[config.mk]
export PLATFORM = sky130hd
export DESIGN_NAME = strobed_io_port
export DESIGN_NICKNAME = d
export VERILOG_FILES = /design/src/rtl/io_port_pkg.sv /design/src/rtl/port_select_decode.sv /design/src/rtl/port_data_latch.sv /design/src/rtl/port_service_req.sv /design/src/rtl/strobed_io_port.sv
export SDC_FILE = /design/constraint.sdc
export NUM_CORES = 1
export LEC_CHECK = 0
export ABC_AREA = 1
export BUFFER_PORTS_ARGS = -buffer_cell sky130_fd_sc_hd__buf_4
export CAP_MARGIN = 20
export CORE_MARGIN = 2
export CORE_UTILIZATION = 31
export DETAILED_ROUTE_END_ITERATION = 8
export PLACE_DENSITY = 0.62
export RECOVER_POWER = 100
export SYNTH_ARGS = -nofsm -noshare
export SYNTH_HDL_FRONTEND = slang
export SYNTH_HIERARCHICAL = 1
export SYNTH_SLANG_ARGS = --single-unit
[constraint.sdc]
create_clock -name clk -period 1.9 [get_ports clk]
set_input_delay 0.285 -clock clk [delete_from_list [all_inputs] [get_ports clk]]
set_output_delay 0.285 -clock clk [all_outputs]
set_load 0.01 [all_outputs]
[src/rtl/io_port_pkg.sv]
package io_port_pkg;

  // Control terms derived from the mode and select inputs
  typedef struct packed {
    logic selected;   // both selects at their active level
    logic load;       // transparent-latch enable
    logic drive;      // output enable
  } port_ctrl_t;

  // Active levels of the two select pins
  localparam bit SEL_N_ACTIVE = 1'b0;
  localparam bit SEL_ACTIVE   = 1'b1;

endpackage

[src/rtl/port_select_decode.sv]
module port_select_decode
  import io_port_pkg::*;
(
  input  logic       sel_n,
  input  logic       sel,
  input  logic       mode,
  input  logic       strobe,
  output port_ctrl_t ctrl
);

  logic hit;

  always_comb begin
    hit = (sel_n == SEL_N_ACTIVE) && (sel == SEL_ACTIVE);
    ctrl.selected = hit;
    // output mode: select term loads, drivers always on
    // input mode : strobe loads, drivers follow select
    ctrl.load  = mode ? hit  : strobe;
    ctrl.drive = mode ? 1'b1 : hit;
  end

endmodule

[src/rtl/port_data_latch.sv]
module port_data_latch #(
  parameter int WIDTH = 8
) (
  input  logic             clk,
  input  logic             clr_n,
  input  logic             load,
  input  logic [WIDTH-1:0] din,
  output logic [WIDTH-1:0] dout
);

  localparam logic [WIDTH-1:0] ZERO = '0;

  logic [WIDTH-1:0] held;

  // load has priority over clear, as a high latch clock overrides clear
  always_ff @(posedge clk) begin
    if (load)        held <= din;
    else if (!clr_n) held <= ZERO;
  end

  // transparent bypass; clear reaches the output without an edge
  genvar b;
  generate
    for (b = 0; b < WIDTH; b++) begin : g_bit
      assign dout[b] = load ? din[b] : (clr_n & held[b]);
    end
  endgenerate

  // without load and clear the held byte stays put
  a_r5_hold_stable: assert property (@(posedge clk) disable iff (!clr_n)
    (!load && clr_n) |=> $stable(held));

  // a load edge during clear still captures the input
  a_r7_load_beats_clear: assert property (@(posedge clk)
    (load && !clr_n) |=> (held == $past(din)));

endmodule

[src/rtl/port_service_req.sv]
module port_service_req (
  input  logic clk,
  input  logic clr_n,
  input  logic strobe,
  input  logic selected,
  output logic req
);

  logic strobe_q;
  logic strobe_fall;

  always_ff @(posedge clk or negedge clr_n) begin
    if (!clr_n) strobe_q <= 1'b0;
    else        strobe_q <= strobe;
  end

  assign strobe_fall = strobe_q & ~strobe;

  // selection wins over a coincident strobe fall
  always_ff @(posedge clk or negedge clr_n) begin
    if (!clr_n)           req <= 1'b0;
    else if (selected)    req <= 1'b0;
    else if (strobe_fall) req <= 1'b1;
  end

  // an observed strobe fall while unselected raises the request
  a_r8_fall_sets_req: assert property (@(posedge clk) disable iff (!clr_n)
    (strobe_q && !strobe && !selected) |=> req);

  // selection at an edge leaves the request clear
  a_r9_select_clears_req: assert property (@(posedge clk) disable iff (!clr_n)
    selected |=> !req);

  // a request only appears after a fall
  a_r8_no_spurious_req: assert property (@(posedge clk) disable iff (!clr_n)
    (!req && !(strobe_q && !strobe)) |=> !req);

endmodule

[src/rtl/strobed_io_port.sv]
module strobed_io_port #(
  parameter int WIDTH = 8
) (
  input  logic             clk,
  input  logic             clr_n,
  input  logic             sel_n,
  input  logic             sel,
  input  logic             mode,
  input  logic             strobe,
  input  logic [WIDTH-1:0] din,
  output logic [WIDTH-1:0] dout,
  output logic             oe,
  output logic             irq_n
);
  import io_port_pkg::*;

  port_ctrl_t ctrl;
  logic       req;

  port_select_decode u_decode (
    .sel_n  (sel_n),
    .sel    (sel),
    .mode   (mode),
    .strobe (strobe),
    .ctrl   (ctrl)
  );

  port_data_latch #(.WIDTH(WIDTH)) u_latch (
    .clk   (clk),
    .clr_n (clr_n),
    .load  (ctrl.load),
    .din   (din),
    .dout  (dout)
  );

  port_service_req u_req (
    .clk      (clk),
    .clr_n    (clr_n),
    .strobe   (strobe),
    .selected (ctrl.selected),
    .req      (req)
  );

  assign oe    = ctrl.drive;
  assign irq_n = ~(req | ctrl.selected);

  // output mode always drives
  a_r2_output_mode_drives: assert property (@(posedge clk)
    mode |-> oe);

  // input mode drives only with both selects active
  a_r3_input_mode_drive: assert property (@(posedge clk)
    !mode |-> (oe == (!sel_n && sel)));

  // transparent path while loading
  a_r4_pass_through: assert property (@(posedge clk)
    ctrl.load |-> (dout == din));

  // clear without load zeroes the output
  a_r6_clear_zeroes: assert property (@(posedge clk)
    (!clr_n && !ctrl.load) |-> (dout == '0));

  // pending request pulls the interrupt low
  a_r11_req_irq: assert property (@(posedge clk)
    req |-> !irq_n);

  // clear leaves no pending request
  a_r10_clear_no_req: assert property (@(posedge clk)
    !clr_n |-> !req);

endmodule

# After elaboration in Yosys (flattened, before gate mapping)
# Cells that the tools add are included.
[word_totals] reg_bits=10 elab_cells=33
[classes] n_eq_ne=1 n_mux=14 n_bitwise=13 n_reduce_logical=2
[op_table] operator="two-way mux 8 bit" n=2
[op_table] operator="two-way mux 1 bit" n=12
[op_table] operator="AND 1 bit" n=9
[op_table] operator="NOT 1 bit" n=3
[op_table] operator="!= test 2 x 1 -> 1 bit (second input constant)" n=1
[op_table] operator="nonzero test 2 bit" n=1
[op_table] operator="logical AND 1 bit" n=1
[op_table] operator="bitwise OR 1 bit" n=1

# Longest topological paths before layout
[logic_depth] ltp_word=4 depth_mapped=7

# Cells and area by module
# Netlist, hierarchy kept.
[by_module_without_submodules] mod="port_data_latch" instances=1 cells_per_inst=44 area_per_inst_um2=399.1
[by_module_without_submodules] mod="port_service_req" instances=1 cells_per_inst=6 area_per_inst_um2=70.1
[by_module_without_submodules] mod="port_select_decode" instances=1 cells_per_inst=9 area_per_inst_um2=40.0
[by_module_without_submodules] mod="strobed_io_port" instances=1 cells_per_inst=1 area_per_inst_um2=3.8

# Worst setup path before layout
# OpenSTA, ideal clock, no wires.
[synth_path] kind="in2reg" from="input port mode" to="register u_latch.held[0], enable pin" setup_ns=0.329 arrival_ns=0.806 setup_slack_ns=0.765 cell_stages=6 n_path_buf=1 cell_sequence="inv_1 -> nand2_1 -> nand2_1 -> buf_6 -> inv_6 -> nand2_1"
[synth_lines] item="start: declaration" line="strobed_io_port.sv:8" source="input logic mode,"
[synth_lines] item="end signal: assignment" line="port_data_latch.sv:17" source="if (load) held <= din;"
[synth_lines] item="end: declaration" line="port_data_latch.sv:13" source="logic [WIDTH-1:0] held;"

# Final worst setup path
[layout_path] from="input port clr_n" to="output port dout[7]"
[layout_between] elab_chain_cells=2
[layout_lines] item="start: declaration" line="strobed_io_port.sv:5" source="input logic clr_n,"
[layout_lines] item="AND 1 bit" line="port_data_latch.sv:25" source="assign dout[b] = load ? din[b] : (clr_n & held[b]);"
[layout_lines] item="two-way mux 1 bit" line="port_data_latch.sv:25"
[layout_lines] item="end: declaration" line="strobed_io_port.sv:11" source="output logic [WIDTH-1:0] dout,"
# No other way between the ends.

==> metrics.cfg <==
[yosys]
synth_top_area_cell = edfxtp_1
synth-simple-area-share = 0.2488
synth_commonest_cells = nand2_1, inv_1, nand3_1
async_reset_ff_frac = 0.2000
synth_top_family_by_area = simple AND/OR/NAND/NOR gates
synth_area_um2 = 513.0
synthAdderAreaFrac = 0
ys.flop_type = edfxtp_1
syn-num-nets = 74
yosysWarnings = 6
ys_types = 12
syn_inst = 60
synth_top_area_frac = 0.4683
avgSynthCellArea_um2 = 8.550
ys_seq_area_frac = 0.5659
synth_edf_count = 8
synth-xor-area-share = 0
yosys-top-cells-area = edfxtp_1, nand2_1, dfrtp_1
ys_seq_elements = 10
synth_compound_area_frac = 0.02683
synth_most_common_cell = nand2_1
synthMuxAreaShare = 0

[cts]
cts.path.max_buffers = 2
cts_root_buffer = clkbuf_4
clk_pin_slew_ns = 0.07
cts_buffers = 3
htreeDepth = 1
insertion_delay_ns = 0.26
cts_tree = built
cts_sinks = 10

[timing]
fin_skew_ns = 0.00003184
slew-limit-headroom = 0.7242
hold_viol = 0
slew_violations = 0
worst_pin_slew_ns = 0.4128
max_freq_mhz = 631.2
setup_viol = 0
period_minus_slack_ns = 1.584
rsz0062_at_grt = false
finalSetupTns_ns = 0
fin_crit_sh = 0.8338

[critical_path]
arrival_ns = 1.30
critical_path_class = input port to primary output
cp_max_fo = 11
critPathMaxStageDelay_ns = 0.53
end_kind = primary output
required_ns = 1.62
path_buf_inv = 3
critPathLaunchType = input port
cp_slowest_cell = dlygate4sd3_1
cp_cell_sequence = dlygate4sd3_1 > buf_4 > nand3_1 > nand2_1 > clkbuf_1
crit_family = buffers and inverters

[place]
place.detailed.hpwl_um = 750.1
globalplace.congestion = 0.6672
port_buffers = 23

[cells_and_area]
n_antenna_cell = 0
syn2layout_area_growth_pct = 33.17
final_util = 0.4483
final_nets = 100
drive_gt1_frac = 0.2000
regArea_um2 = 290.3
nFillCells = 169
multi_input_area_um2 = 137.6

[die]
core_um2 = 1524
die_area_um2 = 1996
rows = 14
start_util = 0.3366
die_x_um = 44.68
io_pins = 24
die_h_um = 44.68

[global_routing]
antenna_found_initial = 0
grt_max_degree = 12
grt_pass1_vias = 397
grt_overflow = 0
grt_use_total = 0.1154
grt_pass1_wl_um = 1600

[route]
drc_errors = 0
antenna_left = 0
routed_wl_um = 1017
wire_per_inst_um = 10.07
drt_iter0_drc = 5
vias = 449
drt-pass1-iter-count = 3
viasPerCell = 4.446

[job]
drv_cap = 0

[power]
p_per_area_nw_per_um2 = 806.6
power.leakage_nw = 0.3882
irDropWorstVdd_mv = 0.4465

[worst_hold_path]
hold_path_class = input port to flop

[run_status]
status = finished clean

[timing repair]
action,CTS,global route
setup endpoints to repair,0,0
hold buffers,1,0
buffers inserted,0,0
endpoints found under the hold margin,2,0
gates resized for setup,0,0
[worst paths after layout]
check	slack, ns	cells past startpoint	to	from
min in group asynchronous	0.39	2	u_req/req	clr_n
min reg2reg	0.52	2	u_req/req	u_req/req
max in group asynchronous	1.38	2	u_req/strobe_q	clr_n
min	0.18	1	u_req/strobe_q	strobe
max	0.32	5	dout[7]	clr_n
max reg2reg	1.30	2	u_req/req	u_req/strobe_q
[final cells by class]
cell class | instances | share of cell area
Inverter | 14 | 0.08425
Multi-Input combinational cell | 33 | 0.2015
Tap cell | 16 | 0.02930
Timing Repair Buffer | 24 | 0.2070
Sequential cell | 10 | 0.4249
Clock buffer | 4 | 0.05311
[through the flow]
| step | instances | worst slack [ns] | hold WS (ns) | instance area (µm²) | power (mW) |
|---|---|---|---|---|---|
| after floorplan | 60 | 0.7650 | -0.01059 | 513.0 | 0.3317 |
| after global placement | 96 | 0.3845 | 0.1084 | 681.9 | 0.3876 |
| after detailed placement | 96 | 0.3571 | 0.1096 | 681.9 | 0.3896 |
| after CTS | 101 | 0.3357 | 0.1454 | 728.2 | 0.5775 |
| after global routing | 101 | 0.2274 | 0.1733 | 683.2 | 0.5872 |
| final | 101 | 0.3157 | 0.1779 | 683.2 | 0.5510 |
[registers in the layout, indices dropped and copies added (netlist names)]
name,flops
u_latch/held,8
u_req/req,1
u_req/strobe_q,1
[kinds of logic (layout without fill, tap and decap cells)]
family	count (synthesis)	count (layout)
AND/OR/NAND/NOR	31	31
buffers and inverters	17	42
flip-flops	10	10
AO/OA/AOI/OAI	2	2
[cell usage in the layout, fill, tap and decap left out]
master	n
a21oi_1	1
buf_4	11
clkbuf_1	11
clkbuf_4	4
clkbuf_8	1
dfrtp_1	2
dlygate4sd3_1	1
edfxtp_1	8
inv_1	13
inv_6	1
nand2_1	20
nand3_1	9
nor2_1	2
o21ai_1	1
[power by group]
group / leakage (nW) / switching (mW) / internal, mW
clock: 0.0210 / 0.0689 / 0.116
sequential: 0.106 / 0.00648 / 0.262
combinational: 0.261 / 0.0576 / 0.0399
total: 0.388 / 0.133 / 0.418
[per-layer routing]
layer  part of all wire  GRT usage  up-vias
met5                  0          0        -
met4             0.0098    0.07273        0
met3              0.074    0.02449        2
met2               0.47     0.1710       19
met1               0.44     0.1517      190
li1                   -          -      238
(Power assumes the default switching activity.)
